==> src/rtl/mbus_pkg.sv <==
package mbus_pkg;
    // Ticks are half oscillator periods; a basic bus cycle is 8 ticks.
    localparam int unsigned PH_W = 3;
    localparam logic [PH_W-1:0] PH_ADDR_LAST = 3'd1; // last tick before strobe falls
    localparam logic [PH_W-1:0] PH_SAMPLE    = 3'd3; // wait sampled at the edge leaving this phase
    localparam logic [PH_W-1:0] PH_LOW_LAST  = 3'd6; // last low tick of an unstretched strobe
    localparam logic [PH_W-1:0] PH_CYC_END   = 3'd7; // final tick of a bus cycle

    typedef enum logic [2:0] {
        ST_IDLE,
        ST_SLOT,
        ST_ADDR,
        ST_STRB,
        ST_END
    } seq_state_e;
endpackage

==> src/rtl/mbus_phase.sv <==
module mbus_phase
    import mbus_pkg::*;
(
    input  logic            clk,
    input  logic            rst_n,
    output logic [PH_W-1:0] phase,
    output logic            bus_clk
);
    typedef struct packed {
        logic [PH_W-1:0] ph;
    } ph_state_t;

    ph_state_t st_d, st_q;

    always_comb begin
        st_d    = st_q;
        st_d.ph = st_q.ph + PH_W'(1);
    end

    always_ff @(posedge clk or negedge rst_n) begin
        if (!rst_n) st_q <= '0;
        else        st_q <= st_d;
    end

    assign phase   = st_q.ph;
    assign bus_clk = ~st_q.ph[PH_W-1];
endmodule

==> src/rtl/mbus_decode.sv <==
module mbus_decode #(
    parameter int unsigned ADDR_W = 16,
    parameter int unsigned ROM_LO = 32'h0000,
    parameter int unsigned ROM_HI = 32'h3FFF,
    parameter int unsigned INT_LO = 32'hFDC0,
    parameter int unsigned INT_HI = 32'hFFEF
) (
    input  logic [ADDR_W-1:0] addr,
    input  logic              rom_en,
    output logic              internal
);
    localparam logic [ADDR_W-1:0] ROM_LO_A = ADDR_W'(ROM_LO);
    localparam logic [ADDR_W-1:0] ROM_HI_A = ADDR_W'(ROM_HI);
    localparam logic [ADDR_W-1:0] INT_LO_A = ADDR_W'(INT_LO);
    localparam logic [ADDR_W-1:0] INT_HI_A = ADDR_W'(INT_HI);

    logic in_rom;
    logic in_win;

    generate
        if (ROM_LO == 0) begin : g_rom_from_zero
            assign in_rom = (addr <= ROM_HI_A);
        end else begin : g_rom_window
            assign in_rom = (addr >= ROM_LO_A) && (addr <= ROM_HI_A);
        end
    endgenerate

    assign in_win   = (addr >= INT_LO_A) && (addr <= INT_HI_A);
    assign internal = (rom_en && in_rom) || in_win;
endmodule

==> src/rtl/mbus_seq.sv <==
module mbus_seq
    import mbus_pkg::*;
#(
    parameter int unsigned ADDR_W = 16,
    parameter int unsigned DATA_W = 8
) (
    input  logic              clk,
    input  logic              rst_n,
    input  logic [PH_W-1:0]   phase,
    input  logic              req,
    input  logic [ADDR_W-1:0] req_addr,
    input  logic              req_wr,
    input  logic [DATA_W-1:0] req_wdata,
    input  logic              req_internal,
    input  logic              wait_n,
    input  logic [DATA_W-1:0] data_i,
    output logic              ack,
    output logic              done,
    output logic              int_sel,
    output logic [DATA_W-1:0] rdata,
    output logic [ADDR_W-1:0] addr,
    output logic [DATA_W-1:0] data_o,
    output logic              data_oe,
    output logic              rd_n,
    output logic              wr_n
);
    typedef struct packed {
        seq_state_e        state;
        logic [ADDR_W-1:0] pend_addr;
        logic              pend_wr;
        logic [DATA_W-1:0] pend_wdata;
        logic [ADDR_W-1:0] bus_addr;
        logic              wait_hit;
        logic [DATA_W-1:0] rdata;
        logic              done;
        logic              int_sel;
    } seq_t;

    seq_t st_d, st_q;
    logic accept;

    assign accept = req && (st_q.state == ST_IDLE);

    always_comb begin
        st_d         = st_q;
        st_d.done    = 1'b0;
        st_d.int_sel = 1'b0;
        unique case (st_q.state)
            ST_IDLE: begin
                if (req) begin
                    if (req_internal) begin
                        st_d.done    = 1'b1;
                        st_d.int_sel = 1'b1;
                    end else begin
                        st_d.pend_addr  = req_addr;
                        st_d.pend_wr    = req_wr;
                        st_d.pend_wdata = req_wdata;
                        if (phase == PH_CYC_END) begin
                            st_d.state    = ST_ADDR;
                            st_d.bus_addr = req_addr;
                        end else begin
                            st_d.state = ST_SLOT;
                        end
                    end
                end
            end
            ST_SLOT: begin
                if (phase == PH_CYC_END) begin
                    st_d.state    = ST_ADDR;
                    st_d.bus_addr = st_q.pend_addr;
                end
            end
            ST_ADDR: begin
                st_d.wait_hit = 1'b0;
                if (phase == PH_ADDR_LAST) st_d.state = ST_STRB;
            end
            ST_STRB: begin
                if (phase == PH_SAMPLE) st_d.wait_hit = ~wait_n;
                if (phase == PH_LOW_LAST && !st_q.wait_hit) begin
                    st_d.state = ST_END;
                    if (!st_q.pend_wr) st_d.rdata = data_i;
                end
            end
            ST_END: begin
                st_d.state = ST_IDLE;
                st_d.done  = 1'b1;
            end
            default: st_d.state = ST_IDLE;
        endcase
    end

    always_ff @(posedge clk or negedge rst_n) begin
        if (!rst_n) begin
            st_q       <= '0;
            st_q.state <= ST_IDLE;
        end else begin
            st_q <= st_d;
        end
    end

    assign ack     = accept;
    assign done    = st_q.done;
    assign int_sel = st_q.int_sel;
    assign rdata   = st_q.rdata;
    assign addr    = st_q.bus_addr;
    assign data_o  = st_q.pend_wdata;
    assign data_oe = st_q.pend_wr && ((st_q.state == ST_ADDR) ||
                                      (st_q.state == ST_STRB) ||
                                      (st_q.state == ST_END));
    assign rd_n    = ~((st_q.state == ST_STRB) && !st_q.pend_wr);
    assign wr_n    = ~((st_q.state == ST_STRB) &&  st_q.pend_wr);
endmodule

==> src/rtl/mbus_cycle_gen.sv <==
module mbus_cycle_gen
    import mbus_pkg::*;
#(
    parameter int unsigned ADDR_W = 16,
    parameter int unsigned DATA_W = 8,
    parameter int unsigned ROM_LO = 32'h0000,
    parameter int unsigned ROM_HI = 32'h3FFF,
    parameter int unsigned INT_LO = 32'hFDC0,
    parameter int unsigned INT_HI = 32'hFFEF
) (
    input  logic              clk,
    input  logic              rst_n,
    input  logic              rom_en,
    input  logic              req,
    input  logic [ADDR_W-1:0] req_addr,
    input  logic              req_wr,
    input  logic [DATA_W-1:0] req_wdata,
    output logic              ack,
    output logic              done,
    output logic [DATA_W-1:0] rdata,
    output logic              int_sel,
    output logic              bus_clk,
    output logic [ADDR_W-1:0] bus_addr,
    output logic [DATA_W-1:0] bus_data_o,
    output logic              bus_data_oe,
    input  logic [DATA_W-1:0] bus_data_i,
    output logic              bus_rd_n,
    output logic              bus_wr_n,
    input  logic              bus_wait_n
);
    logic [PH_W-1:0] phase;
    logic            is_internal;

    mbus_phase u_phase (
        .clk     (clk),
        .rst_n   (rst_n),
        .phase   (phase),
        .bus_clk (bus_clk)
    );

    mbus_decode #(
        .ADDR_W (ADDR_W),
        .ROM_LO (ROM_LO),
        .ROM_HI (ROM_HI),
        .INT_LO (INT_LO),
        .INT_HI (INT_HI)
    ) u_decode (
        .addr     (req_addr),
        .rom_en   (rom_en),
        .internal (is_internal)
    );

    mbus_seq #(
        .ADDR_W (ADDR_W),
        .DATA_W (DATA_W)
    ) u_seq (
        .clk          (clk),
        .rst_n        (rst_n),
        .phase        (phase),
        .req          (req),
        .req_addr     (req_addr),
        .req_wr       (req_wr),
        .req_wdata    (req_wdata),
        .req_internal (is_internal),
        .wait_n       (bus_wait_n),
        .data_i       (bus_data_i),
        .ack          (ack),
        .done         (done),
        .int_sel      (int_sel),
        .rdata        (rdata),
        .addr         (bus_addr),
        .data_o       (bus_data_o),
        .data_oe      (bus_data_oe),
        .rd_n         (bus_rd_n),
        .wr_n         (bus_wr_n)
    );
endmodule

==> config.mk <==
export PLATFORM = sky130hd
export DESIGN_NAME = mbus_cycle_gen
export DESIGN_NICKNAME = d
export VERILOG_FILES = /design/src/rtl/mbus_pkg.sv /design/src/rtl/mbus_phase.sv /design/src/rtl/mbus_decode.sv /design/src/rtl/mbus_seq.sv /design/src/rtl/mbus_cycle_gen.sv
export SDC_FILE = /design/constraint.sdc
export NUM_CORES = 1
export LEC_CHECK = 0
export BUFFER_PORTS_ARGS = -buffer_cell sky130_fd_sc_hd__buf_2
export CORE_AREA = 2 2 75 77
export DETAILED_ROUTE_END_ITERATION = 10
export DIE_AREA = 0 0 77 79
export PLACE_DENSITY = 0.8
export SETUP_SLACK_MARGIN = 0.2
export SLEW_MARGIN = 5
export SYNTH_ARGS = -nofsm -noshare
export SYNTH_HDL_FRONTEND = slang
export SYNTH_SLANG_ARGS = --single-unit
==> constraint.sdc <==
create_clock -name clk -period 4.8 [get_ports clk]
set_clock_uncertainty 0.1 [all_clocks]
set_input_delay 0.24 -clock clk [delete_from_list [all_inputs] [get_ports clk]]
set_output_delay 0.24 -clock clk [all_outputs]
set_load 0.01 [all_outputs]
Yosys cells after proc, flatten, opt, wreduce, memory -nomap -nowiden
Cells that the tools add are included.

Flip-flop bits (word level): 58. Bits in latches: 0. RAM bits: 0. Bits in read-only memories: 0. Input port bits: 38. Output and inout port bits: 39. Memories: 0.

Add/subtract/negate cells: 1. $mul: 0. Div/mod/pow operators: 0. $lt $le $gt $ge: 3. Equal/unequal tests: 15. Shifts and indexed selects: 0. Multiplexer cells: 16. Bitwise operators: 6. Reductions and logical operators: 20.

Operators with widths (count): 2-to-1 mux 44 bit (2); 2-to-1 mux 16 bit (2); case mux 16 bit (2 select lines) (1); greater-or-equal comparator 16 bit (second input constant) (1); <= comparator 16 x 14 -> 1 bit (second input constant) (1); <= comparator 16 bit (second input constant) (1); case mux 3 bit (4 select lines) (1); AND reduction 5 bit (2); equality test 3 x 2 -> 1 bit (second input constant) (3); equality test 3 bit (second input constant) (3); 2-to-1 mux 3 bit (3); inequality test 2 x 1 -> 1 bit (second input constant) (4); logical AND 1 bit (7); equality test 3 x 1 -> 1 bit (second input constant) (2); 2-to-1 mux 2 bit (3); inequality test 2 bit (second input constant) (3); inverter 1 bit (6); AND reduction 3 bit (2); case mux 1 bit (2 select lines) (2); nonzero test 2 bit (2); adder 3 x 1 -> 3 bit (second input constant) (1); zero test 3 bit (1); logical OR 1 bit (3); zero test 1 bit (2); other kinds (2) (3).

Depth between registers and ports, before layout
Depth after elaboration: 6. Depth in mapped cells: 8. Gate-level depth less buffers: 7.

By module
A second synthesis with hierarchy kept.

Cell total of the unflattened synthesis: 247. Area total of the unflattened synthesis: 2974.1 µm².

By module, submodules not included: mbus_seq (instances 1, cells an instance 232, area each 2820.2 µm², sequential area each 1376.3 µm²); mbus_phase (instances 1, cells an instance 7, area each 103.8 µm², sequential area each 75.1 µm²); mbus_decode (instances 1, cells an instance 8, area each 50.0 µm², sequential area each 0.0 µm²).

Least setup slack after synthesis
Ideal clock, no wire load.

Path type: reg-to-reg. Start: register u_phase.st_q (netlist bit u_phase.phase[0]). End: register u_seq.st_q (netlist bit u_seq.addr[10]). Arrival time: 1.846 ns. Path slack: 2.726 ns. Stages on the path, launching flop included: 9. Buffers on the path: 2. Period minus slack after synthesis: 2.074 ns. Path through: dfrtp_1 -> ha_1 -> ha_1 -> mux2i_1 -> nor2_1 -> a31o_1 -> buf_4 -> buf_4 -> mux2_1.

Longest elaborated chain between the ends: 3. Elaborated cells on any way between the ends: 4. Classes of those cells: eq/ne (3); reduce/logical (1).

RTL lines: start: declaration (RTL line mbus_phase.sv:13) `ph_state_t st_d, st_q;`; start signal: assignment (RTL line mbus_phase.sv:22) `else st_q <= st_d;`; equality test 3 bit * (RTL line mbus_seq.sv:58, mbus_seq.sv:68); inequality test 2 bit (no source line) or inequality test 2 x 1 -> 1 bit (tied branches); AND reduction 5 bit (no source line) *; end signal: assignment (RTL line mbus_seq.sv:97) `st_q <= st_d;`; end: declaration (RTL line mbus_seq.sv:39) `seq_t st_d, st_q;`.

Every way passes the cells marked *; elsewhere a longest branch is shown, timed or not. A chain may end at the register's enable or synchronous reset.

Worst setup path in the final report
Start: register u_phase.st_q (netlist bit u_phase.phase[0]). End: register u_seq.st_q (netlist bit u_seq.addr[0]).

The elaborated chain is that of the path after synthesis.

==> impl_metrics.json <==
{
  "ys_warn_count": 0,
  "postSynthAreaPerCell_sq_um": 12.8,
  "grt_pass1_vias": 1733,
  "core_sq_mm": 0.00534,
  "r2r-end": "u_seq.addr[0]$_DFFE_PN0P_",
  "finalSetupTns_ns": 0,
  "crit_start": "u_phase.phase[0]$_DFF_PN0_",
  "die_width_microns": 77,
  "grt_overflow": 0,
  "cellLeakagePower_nw": 1.61,
  "initial_utilization_pct": 53.9,
  "outcome": "finished, final reports clean",
  "ir_drop_mv": 0.356,
  "timing.rr.start": "u_phase.phase[0]$_DFF_PN0_",
  "grt_pass1_wl_microns": 8250,
  "antenna_found_initial": 0,
  "yosysTopAreaCellShare_pct": 50.5,
  "io_pins": 77,
  "syn2layout_area_growth_pct": 15.5,
  "grt_util_all_layers_pct": 17.9,
  "diodes": 0,
  "dieArea_sq_mm": 0.00608,
  "r2r_cells": 5,
  "clk_pin_slew_ns": 0.07,
  "clk_root_buffer_cell": "clkbuf_8",
  "synth_cells": 224,
  "synth_area_sq_mm": 0.00288,
  "holdWs_ns": 0.0279,
  "avgViaCountPerCell": 5.18,
  "ant_nets": 0,
  "maxSlewHeadroom_pct": 43.7,
  "firstDrtPassIters": 4,
  "cts_tree": "done",
  "fin_nets": 314,
  "post_cts_buffers": 0,
  "wl_per_cell_microns": 14.5,
  "finalCritPeriodShare_pct": 53.2,
  "cp_max_fo": 16,
  "insertion_delay_ns": 0.34,
  "synthTopCellsByArea": "dfrtp_1 (50%), mux2_2 (15%), buf_4 (8.9%), a22o_1 (4.6%), mux2_1 (3.9%)",
  "hp-class": "in -> reg",
  "power_density_mw_per_mm2": 609,
  "clock_sinks": 58,
  "cts_buffers": 9,
  "die_h_microns": 79,
  "synth_cell_types": 38,
  "syn_nets": 267,
  "dpl.hpwl_microns": 3400,
  "critical_path_class": "reg -> reg",
  "drcViolationCount": 0,
  "worstMarginPinSlew_ns": 0.844,
  "timing.final.max_slew_violations": 0,
  "place_congestion": 0.796,
  "worstPathRequired_ns": 4.93,
  "wl_microns": 5040,
  "critPathArrivalTime_ns": 2.68,
  "vias": 1802,
  "layout_min_cycle_time_ns": 2.55,
  "finalHoldViolations": 0,
  "critPathCaptureType": "register",
  "reg2reg_slack_ns": 2.25,
  "clockBufferDepth": 2,
  "crit_path_end": "u_seq.addr[0]$_DFFE_PN0P_",
  "htreeDepth": 3,
  "rows": 27,
  "drv_cap": 0,
  "fillers": 462,
  "cts_resized": 0,
  "fmax_ghz": 0.392,
  "synth.yosys.seq_area_share_pct": 50.5,
  "ys_seq_elements": 58,
  "crit_path_start_kind": "register",
  "drt_iter0_markers": 58,
  "layout-drive-gt1-share_pct": 50.7,
  "setup-violations-final": 0,
  "rsz0062_at_grt": "no",
  "synth_largest_area_cell": "dfrtp_1",
  "port_buffers": 76,
  "grt_max_degree": 59,
  "hold_buffers": 1
}
-- cells by family after synthesis --
logic type	after synthesis	share of synthesized area, %
adder cells (fa/ha/maj)	5	2.17
AO/OA/AOI/OAI	28	8.83
AND/OR/NAND/NOR	33	7.18
multiplexers	51	20.1
flip-flops	58	50.5
buffers and inverters	49	11.3
-- flip-flops by register name, summed over array words and instances, names as in the netlist --
| name | cells |
|---|---|
| u_seq.st_q | 21 |
| u_seq.addr | 16 |
| u_seq.data_o | 8 |
| u_seq.rdata | 8 |
| u_phase.phase | 3 |
| u_seq.done | 1 |
| u_seq.int_sel | 1 |
-- critical path: stages, from the launching register on --
cell and delay (ns):
dfrtp_1 0.37, ha_1 0.19, ha_1 0.24, nor4b_1 0.38, a31o_1 0.74, mux2_2 0.41
-- layout make-up --
class                      instances  area, sq um  share of cell area [%]
sequential                        58         1450                    43.7
multi-input combinational        117         1110                    33.3
timing repair buffer              78          398                    12.0
clock buffer                      11          151                    4.56
clock inverter                     5          100                    3.01
tap                               72         90.1                    2.71
inverter                           7         26.3                   0.791
-- report_power, final --
group | internal, mW | switching, mW | leakage, nW
Sequential | 0.702 | 0.126 | 0.711
Clock | 0.371 | 0.190 | 0.129
Combinational | 0.351 | 0.286 | 0.766
Total | 1.42 | 0.602 | 1.61
-- placed cells by master, fill, tap and decap left out, drive strengths merged, types with 2 or more instances in the layout --
master	n
buf	77
dfrtp	58
mux2	50
a22o	15
clkbuf	11
nand2	10
inv	7
nor2	7
ha	5
a32o	3
bufinv	3
nand3	3
nor3b	3
a21boi	2
nand2b	2
nor4b	2
a21oi	2
clkinv	2
-- metrics by stage --
| step | instance area [sq um] | util (%) | std cells | setup slack [ns] | total power, mW |
|---|---|---|---|---|---|
| 2_1_floorplan | 2880 | - | 224 | 2.73 | 1.42 |
| 3_3_place_gp | 3060 | 57.2 | 331 | 2.22 | 1.45 |
| 3_5_place_dp | 3060 | 57.2 | 331 | 2.04 | 1.48 |
| 4_1_cts | 3320 | 62.1 | 348 | 2.04 | 2.04 |
| 5_1_grt | 3320 | 62.3 | 348 | 2.02 | 2.15 |
| 6_report | 3320 | 62.3 | 348 | 2.25 | 2.03 |
-- per-layer routing --
layer	vias to the layer above	share of wire, %	GRT usage [%]
met5	-	0	0
met3	10	7.6	5.80
li1	861	-	-
met1	870	44	21.9
met2	61	47	27.5
met4	0	2.1	11.3
-- synthesized netlist by cell type --
cell / instances
a32o_1: 3
mux2_2: 39
buf_6: 1
a2111oi_4: 1
nor3b_1: 1
dfrtp_1: 58
ha_1: 5
inv_1: 7
nand3b_1: 1
buf_2: 5
nand3_2: 1
nand2_2: 1
a31o_1: 1
mux2_4: 1
nand4b_1: 1
nand2b_1: 2
nor3b_2: 2
nor2_1: 6
o21a_1: 1
a21boi_0: 2
buf_1: 1
nand4_1: 1
a22o_1: 15
a22oi_1: 1
nand3_1: 2
nor3_1: 1
nor4b_1: 2
nand2_1: 9
o32ai_1: 1
a21oi_1: 2
nor4_4: 1
clkbuf_1: 1
nor2_2: 1
a211oi_1: 1
buf_4: 34
or3_1: 1
mux2_1: 10
mux2i_1: 1
-- worst min path at each step --
stage | cells past startpoint | endpoint | from
floorplan | 0 | u_phase.phase[0]$_DFF_PN0_ | rst_n
global placement | 2 | u_seq.addr[10]$_DFFE_PN0P_ | rst_n
detailed placement | 2 | u_seq.addr[10]$_DFFE_PN0P_ | rst_n
CTS | 2 | u_seq.data_o[1]$_DFFE_PN0P_ | req_wdata[1]
global route | 2 | u_seq.data_o[1]$_DFFE_PN0P_ | req_wdata[1]
finish | 2 | u_seq.data_o[1]$_DFFE_PN0P_ | req_wdata[1]
No activity file was read; power rests on OpenSTA's default activity.
